File: src/rtl/tick_pkg.sv
package tick_pkg;

    localparam int TICK_REG_W = 64;
    localparam int TICK_VAL_W = TICK_REG_W - 1;

    typedef enum logic {
        SEL_COUNT = 1'b0,
        SEL_LIMIT = 1'b1
    } tick_sel_e;

    typedef struct packed {
        logic                  dis;
        logic [TICK_VAL_W-1:0] val;
    } tick_word_t;

    function automatic tick_word_t split_word(input logic [TICK_REG_W-1:0] w);
        tick_word_t t;
        t.dis = w[TICK_REG_W-1];
        t.val = w[TICK_VAL_W-1:0];
        return t;
    endfunction

endpackage

File: src/rtl/tick_count_reg.sv
module tick_count_reg
    import tick_pkg::*;
(
    input  logic                  clk,
    input  logic                  rst,
    input  logic                  tick_en,
    input  logic                  cnt_we,
    input  logic                  any_we,
    input  tick_word_t            wr_word,
    output logic [TICK_VAL_W-1:0] cnt,
    output logic                  dis,
    output logic                  wrap
);

    localparam logic [TICK_VAL_W-1:0] CNT_MAX = '1;

    always_ff @(posedge clk) begin
        if (rst) begin
            cnt <= '0;
            dis <= 1'b0;
        end else begin
            if (any_we) begin
                dis <= wr_word.dis;
            end
            if (cnt_we) begin
                cnt <= wr_word.val;
            end else if (tick_en) begin
                cnt <= cnt + 1'b1;
            end
        end
    end

    assign wrap = tick_en && !cnt_we && (cnt == CNT_MAX);

endmodule

File: src/rtl/tick_match_unit.sv
module tick_match_unit
    import tick_pkg::*;
(
    input  logic                  clk,
    input  logic                  rst,
    input  logic                  lim_we,
    input  logic                  any_we,
    input  tick_word_t            wr_word,
    input  logic [TICK_VAL_W-1:0] cnt,
    input  logic                  dis,
    input  logic                  wrap,
    output logic                  hit
);

    logic [TICK_VAL_W-1:0] lim;
    logic                  fired;
    logic                  armed;

    assign armed = (lim != '0) && !fired;
    assign hit   = armed && !dis && !any_we && (cnt == lim);

    always_ff @(posedge clk) begin
        if (rst) begin
            lim   <= '0;
            fired <= 1'b0;
        end else if (lim_we) begin
            lim   <= wr_word.val;
            fired <= 1'b0;
        end else if (hit) begin
            fired <= 1'b1;
        end else if (wrap) begin
            fired <= 1'b0;
        end
    end

endmodule

File: src/rtl/tick_pulse_out.sv
module tick_pulse_out #(
    parameter int SOFTINT_W = 17,
    parameter int BIT_SEL   = 0
) (
    input  logic                 clk,
    input  logic                 rst,
    input  logic                 hit,
    output logic [SOFTINT_W-1:0] pulse
);

    for (genvar i = 0; i < SOFTINT_W; i++) begin : g_bit
        if (i == BIT_SEL) begin : g_live
            always_ff @(posedge clk) begin
                if (rst) pulse[i] <= 1'b0;
                else     pulse[i] <= hit;
            end
        end else begin : g_tied
            assign pulse[i] = 1'b0;
        end
    end

endmodule

File: src/rtl/tick_timer.sv
module tick_timer
    import tick_pkg::*;
#(
    parameter int SOFTINT_W  = 17,
    parameter int TICK_BIT   = 0,
    parameter int STICK_BIT  = 16,
    parameter bit SEL_SYSTEM = 1'b0
) (
    input  logic                  clk,
    input  logic                  rst,
    input  logic                  tick_en,
    input  logic                  reg_sel,
    input  logic                  reg_we,
    input  logic [TICK_REG_W-1:0] reg_wdata,
    output logic [TICK_REG_W-1:0] reg_rdata,
    output logic [SOFTINT_W-1:0]  softint_set
);

    localparam int PULSE_BIT = SEL_SYSTEM ? STICK_BIT : TICK_BIT;

    tick_word_t            wr_word;
    logic                  cnt_we;
    logic                  lim_we;
    logic [TICK_VAL_W-1:0] cnt;
    logic                  dis;
    logic                  wrap;
    logic                  hit;

    assign wr_word = split_word(reg_wdata);
    assign cnt_we  = reg_we && (tick_sel_e'(reg_sel) == SEL_COUNT);
    assign lim_we  = reg_we && (tick_sel_e'(reg_sel) == SEL_LIMIT);

    tick_count_reg u_count (
        .clk     (clk),
        .rst     (rst),
        .tick_en (tick_en),
        .cnt_we  (cnt_we),
        .any_we  (reg_we),
        .wr_word (wr_word),
        .cnt     (cnt),
        .dis     (dis),
        .wrap    (wrap)
    );

    tick_match_unit u_match (
        .clk     (clk),
        .rst     (rst),
        .lim_we  (lim_we),
        .any_we  (reg_we),
        .wr_word (wr_word),
        .cnt     (cnt),
        .dis     (dis),
        .wrap    (wrap),
        .hit     (hit)
    );

    tick_pulse_out #(
        .SOFTINT_W (SOFTINT_W),
        .BIT_SEL   (PULSE_BIT)
    ) u_pulse (
        .clk   (clk),
        .rst   (rst),
        .hit   (hit),
        .pulse (softint_set)
    );

    assign reg_rdata = {dis, cnt};

endmodule

File: config.mk
export PLATFORM = sky130hd
export DESIGN_NAME = tick_timer
export DESIGN_NICKNAME = d
export VERILOG_FILES = /design/src/rtl/tick_pkg.sv /design/src/rtl/tick_count_reg.sv /design/src/rtl/tick_match_unit.sv /design/src/rtl/tick_pulse_out.sv /design/src/rtl/tick_timer.sv
export SDC_FILE = /design/constraint.sdc
export NUM_CORES = 1
export LEC_CHECK = 0
export BUFFER_PORTS_ARGS = -buffer_cell sky130_fd_sc_hd__buf_4
export CORE_MARGIN = 2
export CORE_UTILIZATION = 40
export DETAILED_ROUTE_END_ITERATION = 8
export GPL_TIMING_DRIVEN = 1
export PLACE_DENSITY = 0.71
export SLEW_MARGIN = 5
export SYNTH_ARGS = -nofsm -noshare
export SYNTH_HDL_FRONTEND = slang
export SYNTH_HIERARCHICAL = 1
export SYNTH_SLANG_ARGS = --single-unit
File: constraint.sdc
create_clock -name clk -period 2.1 [get_ports clk]
set_clock_uncertainty 0.05 [all_clocks]
set_input_delay 0.21 -clock clk [delete_from_list [all_inputs] [get_ports clk]]
set_output_delay 0.21 -clock clk [all_outputs]
set_load 0.02 [all_outputs]
==> results.ini, run 1 <==
[critical_path]
crit_buf_inv=1
crit_path_top_delay_cell=nor3_2
crit_chain=buf_4 -> xnor2_1 -> nand4_1 -> nor4_1 -> nand4_1 -> nor3_2 -> nor2b_4
cp.required_ns=2.42
criticalPathCategory=reg -> reg
cp-end-kind=register
cpLargestDelayFamily=simple AND/OR/NAND/NOR gates
path_common_cell=nand4_1
cp_max_fo=5
cp-start-kind=register
r2r_slack_ns=0.005
max_stage_delay_ns=0.32
cp.arrival_ns=2.42

[timing]
hold_viol_final=0
fmax_mhz=477.4
fin_crit_ns=2.095
setup_viol=0
worst_slew_pin_slew_ns=0.5433
finalMaxSlewViolations=0
fin_crit_sh_pct=99.75
final.setup.tns_ns=0
slew-limit-headroom_pct=63.45
rsz0062_at_grt=yes

[logic_synthesis]
syn-instance-count=852
yosysWarnings=6
synth.top_cell.area_share_pct=35.66
ys_seq_area_share_pct=35.66
synth_most_common_cell=dfxtp_1
synth_commonest_cells=129 x dfxtp_1, 126 x nor2_1, 92 x xnor2_1
async_reset_ff_share_pct=0
ys_ff_latch=129
synth.distinct_cells=51
synth_area_per_cell_um2=8.500
synth_flop_cell=dfxtp_1
synth_edf_count=0
synth_area_leader_cell=dfxtp_1
post_synth_instance_area_mm2=0.007242
synthTopCellsByArea=dfxtp_1 36%, xnor2_1 11%, mux2i_1 10%, nor2_1 6.5%, nor4_1 4.8%

[floorplan]
dieArea_mm2=0.01920
io_pins=150
core_mm2=0.01784
placementRows=49
initial_core_util_pct=40.59
dieHeight_um=138.6
chipWidth_um=138.6

[drt]
drt_iter0_markers=644
vias=7593
first_pass_iters=5
drt_wl_total_um=25750
drc_errors=0
via_per_inst=5.583
ant_nets=0
wl_per_cell_um=18.93

[placed_design]
dpl.cell_count=1269
gp_congestion=0.9594
port_buffers=133
dp_hpwl_um=19240

[global_route]
grt-ovfl-total=0
grt_pass1_vias=7258
grt_usage_pct=26.12
antenna_found_initial=0
grt_max_degree=45
grt_pass1_wl_um=39550

[clock_network]
cts_tree=done
h-tree-depth=4
clk_pin_slew_worst_paths_ns=0.06
cts_buffers=17
clock-sinks=129
clock_path_buffers=2
cts_root_buf=clkbuf_16
clk_latency_ns=0.43

[finish]
multi_input_comb_area_mm2=0.004473
syn_to_final_growth_pct=45.42
fill_cells=1546
seq_area_mm2=0.002651
drive_above_1_share_pct=32.36
nets=1188
final_cells=1360
n_antenna_cell=0

[pwr]
p_leak_nw=4.216
irDropWorstVdd_v=0.0006553
p_per_area_mw_per_mm2=687.5

[min_path]
hold_path_class=in -> reg

[job]
maxCapViolations=0

[outcome]
status=complete, no violations

## worst register-to-register path, stage by stage, from the launching register on
cell and delay [ns]:
dfxtp_2 0.31, buf_4 0.15, xnor2_1 0.30, nand4_1 0.26, nor4_1 0.27, nand4_1 0.19, nor3_2 0.32, nor2b_4 0.19
## metal layers
| layer | routed length [um] | up-vias | track usage, % | part of all wire (%) |
|---|---|---|---|---|
| met5 | 0 | - | 0 | 0 |
| li1 | - | 3579 | - | - |
| met1 | 10780 | 3602 | 32.90 | 42 |
| met2 | 12050 | 342 | 42.50 | 47 |
| met3 | 1843 | 70 | 5.456 | 7.2 |
| met4 | 1076 | 0 | 13.21 | 4.2 |
## registers in the layout, summed over array words and instances, names as in the netlist
signal and count:
u_count/cnt 63, u_match/lim 63, u_count/dis 1, u_match/fired 1
u_pulse/pulse 1
## cell usage in the layout, fill, tap and decap left out, types with 16 or more instances in the layout
cell             n
buf_4          245
nor2_1         126
xnor2_1         90
dfxtp_1         82
mux2i_1         74
dlygate4sd3_1   55
nand4_1         47
nor4_1          46
nand2_1         43
dfxtp_2         43
a211oi_1        32
nand3_1         21
clkbuf_16       18
and3_1          18
nor3_1          16
a21oi_1         16
conb_1          16
## per-stage QoR
step	util (%)	total power [mW]	worst slack, ns	hold slack, ns	cell area (um^2)
floorplan	-	3.482	-0.09031	0.2243	7382
global placement	51.56	4.064	-0.02367	0.4005	9199
detailed placement	51.56	4.078	-0.1129	0.4133	9199
CTS	58.21	7.228	-0.005446	0.002311	10390
global route	59.03	7.481	-0.09203	0.01487	10530
finish	59.03	7.240	0.005159	0.01452	10530
## power by group
part / internal, mW / leakage [nW] / total [mW] / switching, mW
registers: 2.60 / 1.08 / 2.73 / 0.130
logic: 0.666 / 2.85 / 1.43 / 0.765
clock network: 1.93 / 0.290 / 3.08 / 1.15
total: 5.20 / 4.22 / 7.24 / 2.05
## area by class of cell
cell class              instances  share of cell area [%]
multi-input cells             656                   42.47
clock buffers                  19                   4.313
inverters                      10                  0.3564
flip-flops and latches        129                   25.18
repair buffers                304                   23.45
well taps                     229                   2.721
clock inverters                13                   1.509
## worst paths after layout
path	startpoint	end	cells after the start
max	u_count/cnt[48]$_SDFFE_PP0P_	u_pulse/pulse[0]$_SDFF_PP0_	7
min	reg_wdata[45]	u_match/lim[45]$_SDFFE_PP0P_	3
max reg2reg	u_count/cnt[48]$_SDFFE_PP0P_	u_pulse/pulse[0]$_SDFF_PP0_	7
min reg2reg	u_match/fired$_SDFFE_PP0P_	u_match/fired$_SDFFE_PP0P_	2
## kinds of logic (layout without fill, tap and decap cells)
group           after synthesis  after routing  synth area share (%)
mux                          74             74                 10.23
fa+ha+maj                     1              1                0.1727
other cells                   1             16               0.05178
compound gates               71             71                 6.773
flops                       129            129                 35.66
simple gates                386            386                 28.51
xor+xnor                    108            108                 13.17
buf+inv                      82            346                 5.442
## timing repair
item	in CTS	in global routing
setup buffers	0	4
endpoints found under the hold margin	64	0
pin swaps	0	12
gates resized for setup	5	23
setup endpoints to repair	4	22
hold buffers	55	0
Note: power is estimated with default switching activity, not from simulation.
==> inputs of run 2 (changes only) <==
--- a/config.mk
+++ b/config.mk
@@ -5,12 +5,13 @@
 export SDC_FILE = /design/constraint.sdc
 export NUM_CORES = 1
 export LEC_CHECK = 0
-export BUFFER_PORTS_ARGS = -buffer_cell sky130_fd_sc_hd__buf_4
 export CORE_MARGIN = 2
 export CORE_UTILIZATION = 40
 export DETAILED_ROUTE_END_ITERATION = 8
+export DONT_BUFFER_PORTS = 1
+export GPL_ROUTABILITY_DRIVEN = 0
 export GPL_TIMING_DRIVEN = 1
-export PLACE_DENSITY = 0.71
+export PLACE_DENSITY = 0.63
 export SLEW_MARGIN = 5
 export SYNTH_ARGS = -nofsm -noshare
 export SYNTH_HDL_FRONTEND = slang
==> run 2 against run 1 <==
Sequential power about the same. Setup slack better by 0.017 ns. Routed wire length increased by 5.3%. Critical path type unchanged. Largest cell class unchanged. Largest power group unchanged. Highest routed layer unchanged.
==> results.ini, run 2 (same netlist as run 1, synthesis figures left out) <==
[floorplan]
core_mm2=0.01784  ; unchanged
initial_core_util_pct=40.59  ; unchanged
io_pins=150  ; unchanged
dieArea_mm2=0.01920  ; unchanged
dieHeight_um=138.6  ; unchanged
chipWidth_um=138.6  ; unchanged
placementRows=49  ; unchanged

[job]
maxCapViolations=0  ; unchanged

[critical_path]
max_stage_delay_ns=0.50  ; +0.18 ns
criticalPathCategory=reg -> reg
crit_path_top_delay_cell=or4_1
cp.required_ns=2.38  ; -0.04 ns
crit_chain=ha_4 -> and4_1 -> nand2_1 -> or3_4 -> or4_1 -> a311oi_1
cp_max_fo=4  ; -1
cp.arrival_ns=2.36  ; -0.06 ns
crit_buf_inv=0  ; -1
r2r_slack_ns=0.02  ; +0.02 ns
cpLargestDelayFamily=simple AND/OR/NAND/NOR gates
cp-end-kind=register
cp-start-kind=register

[finish]
nets=1110  ; -6.6%
final_area_mm2=0.01007  ; -4.4%
final_cell_mix=126 x nor2_1, 121 x buf_4, 96 x dlygate4sd3_1
reg_top3=u_count/cnt: 63 flops, u_match/lim: 63 flops
final_common_cell=nor2_1
final_cells=1282  ; -5.7%
fill_cells=1587  ; +2.7%
finalCoreUtilization_pct=56.46  ; -2.6 points
syn_to_final_growth_pct=39.08
drive_above_1_share_pct=24.31  ; -8.0 points
n_antenna_cell=0  ; unchanged

[timing]
worst_slew_pin_slew_ns=0.5861  ; +0.04277 ns
fin_crit_ns=2.078  ; -0.01672 ns
fin_crit_sh_pct=98.96  ; -0.80 points
setup_viol=0  ; unchanged
setup_slack_ns=0.02187  ; +0.01672 ns
rsz0062_at_grt=yes
fmax_mhz=481.2  ; +0.80%
finalMaxSlewViolations=0  ; unchanged
holdWs_ns=0.02608  ; +0.01155 ns
final.setup.tns_ns=0  ; unchanged
hold_viol_final=0  ; unchanged
slew-limit-headroom_pct=60.93  ; -2.5 points

[global_route]
grt_pass1_wl_um=42180  ; +6.6%
grt_usage_pct=28.06  ; +1.9 points
grt_max_degree=95  ; +110%
grt_pass1_vias=7302  ; +0.61%
antenna_found_initial=0  ; unchanged
grt-ovfl-total=0  ; unchanged

[placed_design]
dp_hpwl_um=18950  ; -1.5%
post_dp_cell_area_mm2=0.008285  ; -9.9%
port_buffers=0  ; -100%
dpl_worst_slack_ns=-0.1180  ; -0.005154 ns
dpl.cell_count=1149  ; -9.5%

[clock_network]
clk_pin_slew_worst_paths_ns=0.06  ; about the same
cts_tree=done
cts_buffers=17  ; unchanged
clk_latency_ns=0.42  ; about the same
cts_root_buf=clkbuf_16
h-tree-depth=4  ; unchanged
clock_path_buffers=2  ; unchanged
clock-sinks=129  ; unchanged

[drt]
ant_nets=0  ; unchanged
wl_per_cell_um=21.14  ; +12%
via_per_inst=5.721  ; +2.5%
vias=7334  ; -3.4%
drt_wl_total_um=27110  ; +5.3%
first_pass_iters=5  ; unchanged
drc_errors=0  ; unchanged
drt_iter0_markers=585  ; -9.2%

[pwr]
p_per_area_mw_per_mm2=694.9  ; +1.1%
p_total_mw=6.999  ; -3.3%
irDropWorstVdd_v=0.0007648  ; +17%
p_leak_nw=3.898  ; -7.5%

[min_path]
hold_path_class=in -> reg

[outcome]
status=complete, no violations

run 2: what timing repair did:
| action | in CTS | in global routing |
|---|---|---|
| endpoints found under the hold margin | 129 | 0 |
| gates cloned | 0 | 1 |
| resized for setup | 11 | 40 |
| hold buffers | 97 | 0 |
| buffers inserted | 0 | 3 |
| setup endpoints to repair | 7 | 24 |
| pin swaps | 5 | 12 |
run 2: area by class of cell:
type	count	area, um^2	share of cell area [%]
Multi-Input combinational cell	656	4496	44.63
Sequential cell	129	2666	26.47
Timing Repair Buffer	226	2007	19.93
Clock buffer	21	440.4	4.373
Tap cell	229	286.5	2.845
Clock inverter	11	138.9	1.379
Inverter	10	37.54	0.3727
run 2: worst reg2reg max path, cell delays in order (launching register included):
cell and delay, ns:
dfxtp_4 0.37, ha_4 0.15, and4_1 0.21, nand2_1 0.08, or3_4 0.37, or4_1 0.50
a311oi_1 0.26
run 2: layer usage:
metal | vias up | GRT usage, % | part of all wire [%]
li1 | 3417 | - | -
met1 | 3477 | 35.88 | 40
met2 | 378 | 45.81 | 47
met3 | 62 | 6.872 | 9.4
met4 | 0 | 11.01 | 3.4
met5 | - | 0 | 0
run 2: path summary, 6_finish.rpt:
kind	from	end	cells after the start
min reg2reg	u_match/lim[42]$_SDFFE_PP0P_	u_match/lim[42]$_SDFFE_PP0P_	2
min	tick_en	u_count/cnt[48]$_SDFFE_PP0P_	3
max	u_count/cnt[1]$_SDFFE_PP0P_	u_count/cnt[60]$_SDFFE_PP0P_	6
max reg2reg	u_count/cnt[1]$_SDFFE_PP0P_	u_count/cnt[60]$_SDFFE_PP0P_	6
run 2: power breakdown:
group / internal [mW] / switching, mW / total [mW]
registers: 2.60 / 0.129 / 2.73
logic: 0.560 / 0.725 / 1.28
clock network: 1.86 / 1.13 / 2.99
total: 5.01 / 1.99 / 7.00
==> inputs of run 3 (changes only) <==
--- a/config.mk
+++ b/config.mk
@@ -11,7 +11,7 @@
 export DONT_BUFFER_PORTS = 1
 export GPL_ROUTABILITY_DRIVEN = 0
 export GPL_TIMING_DRIVEN = 1
-export PLACE_DENSITY = 0.63
+export PLACE_DENSITY_LB_ADDON = 0.1
 export SLEW_MARGIN = 5
 export SYNTH_ARGS = -nofsm -noshare
 export SYNTH_HDL_FRONTEND = slang
==> constraint.sdc (replaced) <==
create_clock -name clk -period 2.5 [get_ports clk]
set_clock_uncertainty 0.05 [all_clocks]
set_input_delay 0.25 -clock clk [delete_from_list [all_inputs] [get_ports clk]]
set_output_delay 0.25 -clock clk [all_outputs]
set_load 0.02 [all_outputs]
==> run 3 against run 2 <==
First-iteration DRC count increased by 3.1%. Routed wire length is 1.6% lower. Sequential power fell by 16%. Worst hold slack lost 0.012 ns. Count of clock-buffer cells in the layout up 3. Cell count down 5.5%. Die area unchanged. Non-clock buffer count is 69 lower. Clock power fell by 17%. Total power decreased by 18%. Critical path depth is the same.
==> results.ini, run 3 (same netlist as run 1, synthesis figures left out) <==
[floorplan]
initial_core_util_pct=40.59  ; unchanged
chipWidth_um=138.6  ; unchanged
dieArea_mm2=0.01920  ; unchanged
placementRows=49  ; unchanged
dieHeight_um=138.6  ; unchanged
core_mm2=0.01784  ; unchanged
io_pins=150  ; unchanged

[placed_design]
post_dp_cell_area_mm2=0.007873  ; -5.0%
port_buffers=0  ; unchanged
dpl.cell_count=1108  ; -3.6%
dp_hpwl_um=19180  ; +1.2%

[drt]
drc_errors=0  ; unchanged
via_per_inst=5.912  ; +3.4%
vias=7160  ; -2.4%
first_pass_iters=5  ; unchanged
ant_nets=0  ; unchanged
drt_iter0_markers=603  ; +3.1%
wl_per_cell_um=22.02  ; +4.1%
drt_wl_total_um=26660  ; -1.6%

[timing]
hold_viol_final=0  ; unchanged
setup_viol=0  ; unchanged
final.setup.tns_ns=0  ; unchanged
fin_crit_ns=2.367  ; +0.2890 ns
rsz0062_at_grt=no
fmax_mhz=422.4  ; -12%
worst_slew_pin_slew_ns=0.6718  ; +0.08574 ns
fin_crit_sh_pct=94.69  ; -4.3 points
holdWs_ns=0.01441  ; -0.01167 ns
finalMaxSlewViolations=0  ; unchanged
slew-limit-headroom_pct=54.80  ; -6.1 points

[critical_path]
criticalPathCategory=reg -> reg
cp.required_ns=2.82  ; +0.44 ns
cp-start-kind=register
r2r_cells=6  ; unchanged
cp.arrival_ns=2.69  ; +0.33 ns
cp-end-kind=register
cp_max_fo=5  ; +1

[pwr]
p_leak_nw=3.409  ; -13%
sw_frac_of_total_pct=27.99  ; -0.37 points
p_per_area_mw_per_mm2=625.6  ; -10%
p_int_mw=4.147  ; -17%
seq_power_share_pct=39.9  ; +0.9 points
p_comb_share_pct=17.3  ; -1.1 points
power_switching_mw=1.612  ; -19%
p_clk_share_pct=42.8  ; about the same
irDropWorstVdd_v=0.0004947  ; -35%

[finish]
final_common_cell=dfxtp_1
drive_above_1_share_pct=13.24  ; -11 points
final_cell_mix=129 x dfxtp_1, 126 x nor2_1, 92 x xnor2_1
n_antenna_cell=0  ; unchanged
nets=1041  ; -6.2%
syn_to_final_growth_pct=27.13
final_area_mm2=0.009206  ; -8.6%
final_cells=1211  ; -5.5%
reg_top3=u_count/cnt: 63 flops, u_match/lim: 63 flops
fill_cells=1657  ; +4.4%

[global_route]
grt-ovfl-total=0  ; unchanged
grt_max_degree=118  ; +24%
grt_pass1_wl_um=41260  ; -2.2%
grt_usage_pct=27.50  ; -0.55 points
grt_pass1_vias=6968  ; -4.6%
antenna_found_initial=0  ; unchanged

[clock_network]
clock_path_buffers=2  ; unchanged
clock-sinks=129  ; unchanged
h-tree-depth=4  ; unchanged
cts_setup_buffers=0  ; unchanged
cts_tree=done
clk_latency_ns=0.42  ; about the same
cts_root_buf=clkbuf_16
clk_pin_slew_worst_paths_ns=0.06  ; about the same
cts_buffers=17  ; unchanged

[outcome]
status=complete, no violations

[job]
maxCapViolations=0  ; unchanged

[min_path]
hold_path_class=in -> reg
min_path_cells=2  ; -1

-- run 3: cell types whose count changed in the layout (fill, tap and decap cells not counted), sizes merged --
| cell | change |
|---|---|
| buf | -45 |
| dlygate4sd3 | -24 |
| clkbuf | +3 |
| clkinv | -2 |
| clkinvlp | -2 |
| bufinv | -1 |
-- run 3: final timing paths --
check / start / end / slack (ns)
worst max-delay path: u_count/cnt[60]$_SDFFE_PP0P_ / u_pulse/pulse[0]$_SDFF_PP0_ / 0.13
worst min-delay path: reg_wdata[58] / u_count/cnt[58]$_SDFFE_PP0P_ / 0.01
worst max register to register: u_count/cnt[60]$_SDFFE_PP0P_ / u_pulse/pulse[0]$_SDFF_PP0_ / 0.13
worst min register to register: u_match/fired$_SDFFE_PP0P_ / u_match/fired$_SDFFE_PP0P_ / 0.48
-- run 3: through the flow --
stage | utilization (%) | setup slack [ns] | total power, mW
after floorplan | - | 0.1225 | 2.913
after detailed placement | 44.13 | 0.1888 | 3.176
after global routing | 51.60 | 0.04363 | 5.962
final | 51.60 | 0.1328 | 5.759
after CTS | 51.53 | 0.1629 | 5.780
after global placement | 44.13 | 0.1802 | 3.165
-- run 3: routing by layer --
metal	part of all wire (%)	track usage, %
met1	42	35.13
met2	47	45.00
met3	7.2	6.699
met4	3.4	10.74
met5	0	0
-- run 3: layout make-up --
cell class,instances,area (um^2),area share [%]
multi-input cells,656,4337,47.11
flip-flops and latches,129,2582,28.05
repair buffers,157,1391,15.11
clock inverters,6,80.08,0.8698
well taps,229,286.5,3.112
clock buffers,24,491.7,5.341
inverters,10,37.54,0.4077
-- run 3: critical path, stage by stage, from the launching register on --
cell	delay, ns
dfxtp_1	0.66
xnor2_1	0.22
nand4_1	0.20
nor4_1	0.43
nand2_1	0.09
nor3_1	0.44
nor2b_4	0.22
-- run 3: repair_timing --
item                       in CTS  in global routing
hold buffers                   73                  0
gates resized for setup         0                  2
setup endpoints to repair       0                  2
hold endpoints to repair      126                  0
-- run 3: power by group through the flow --
| stage | Sequential (mW) | Clock [mW] | Combinational, mW |
|---|---|---|---|
| 2_1_floorplan | 2.43 | 0 | 0.484 |
| 3_3_place_gp | 2.34 | 0 | 0.830 |
| 3_5_place_dp | 2.34 | 0 | 0.837 |
| 4_1_cts | 2.30 | 2.50 | 0.986 |
| 5_1_grt | 2.31 | 2.59 | 1.06 |
| 6_report | 2.30 | 2.47 | 0.996 |
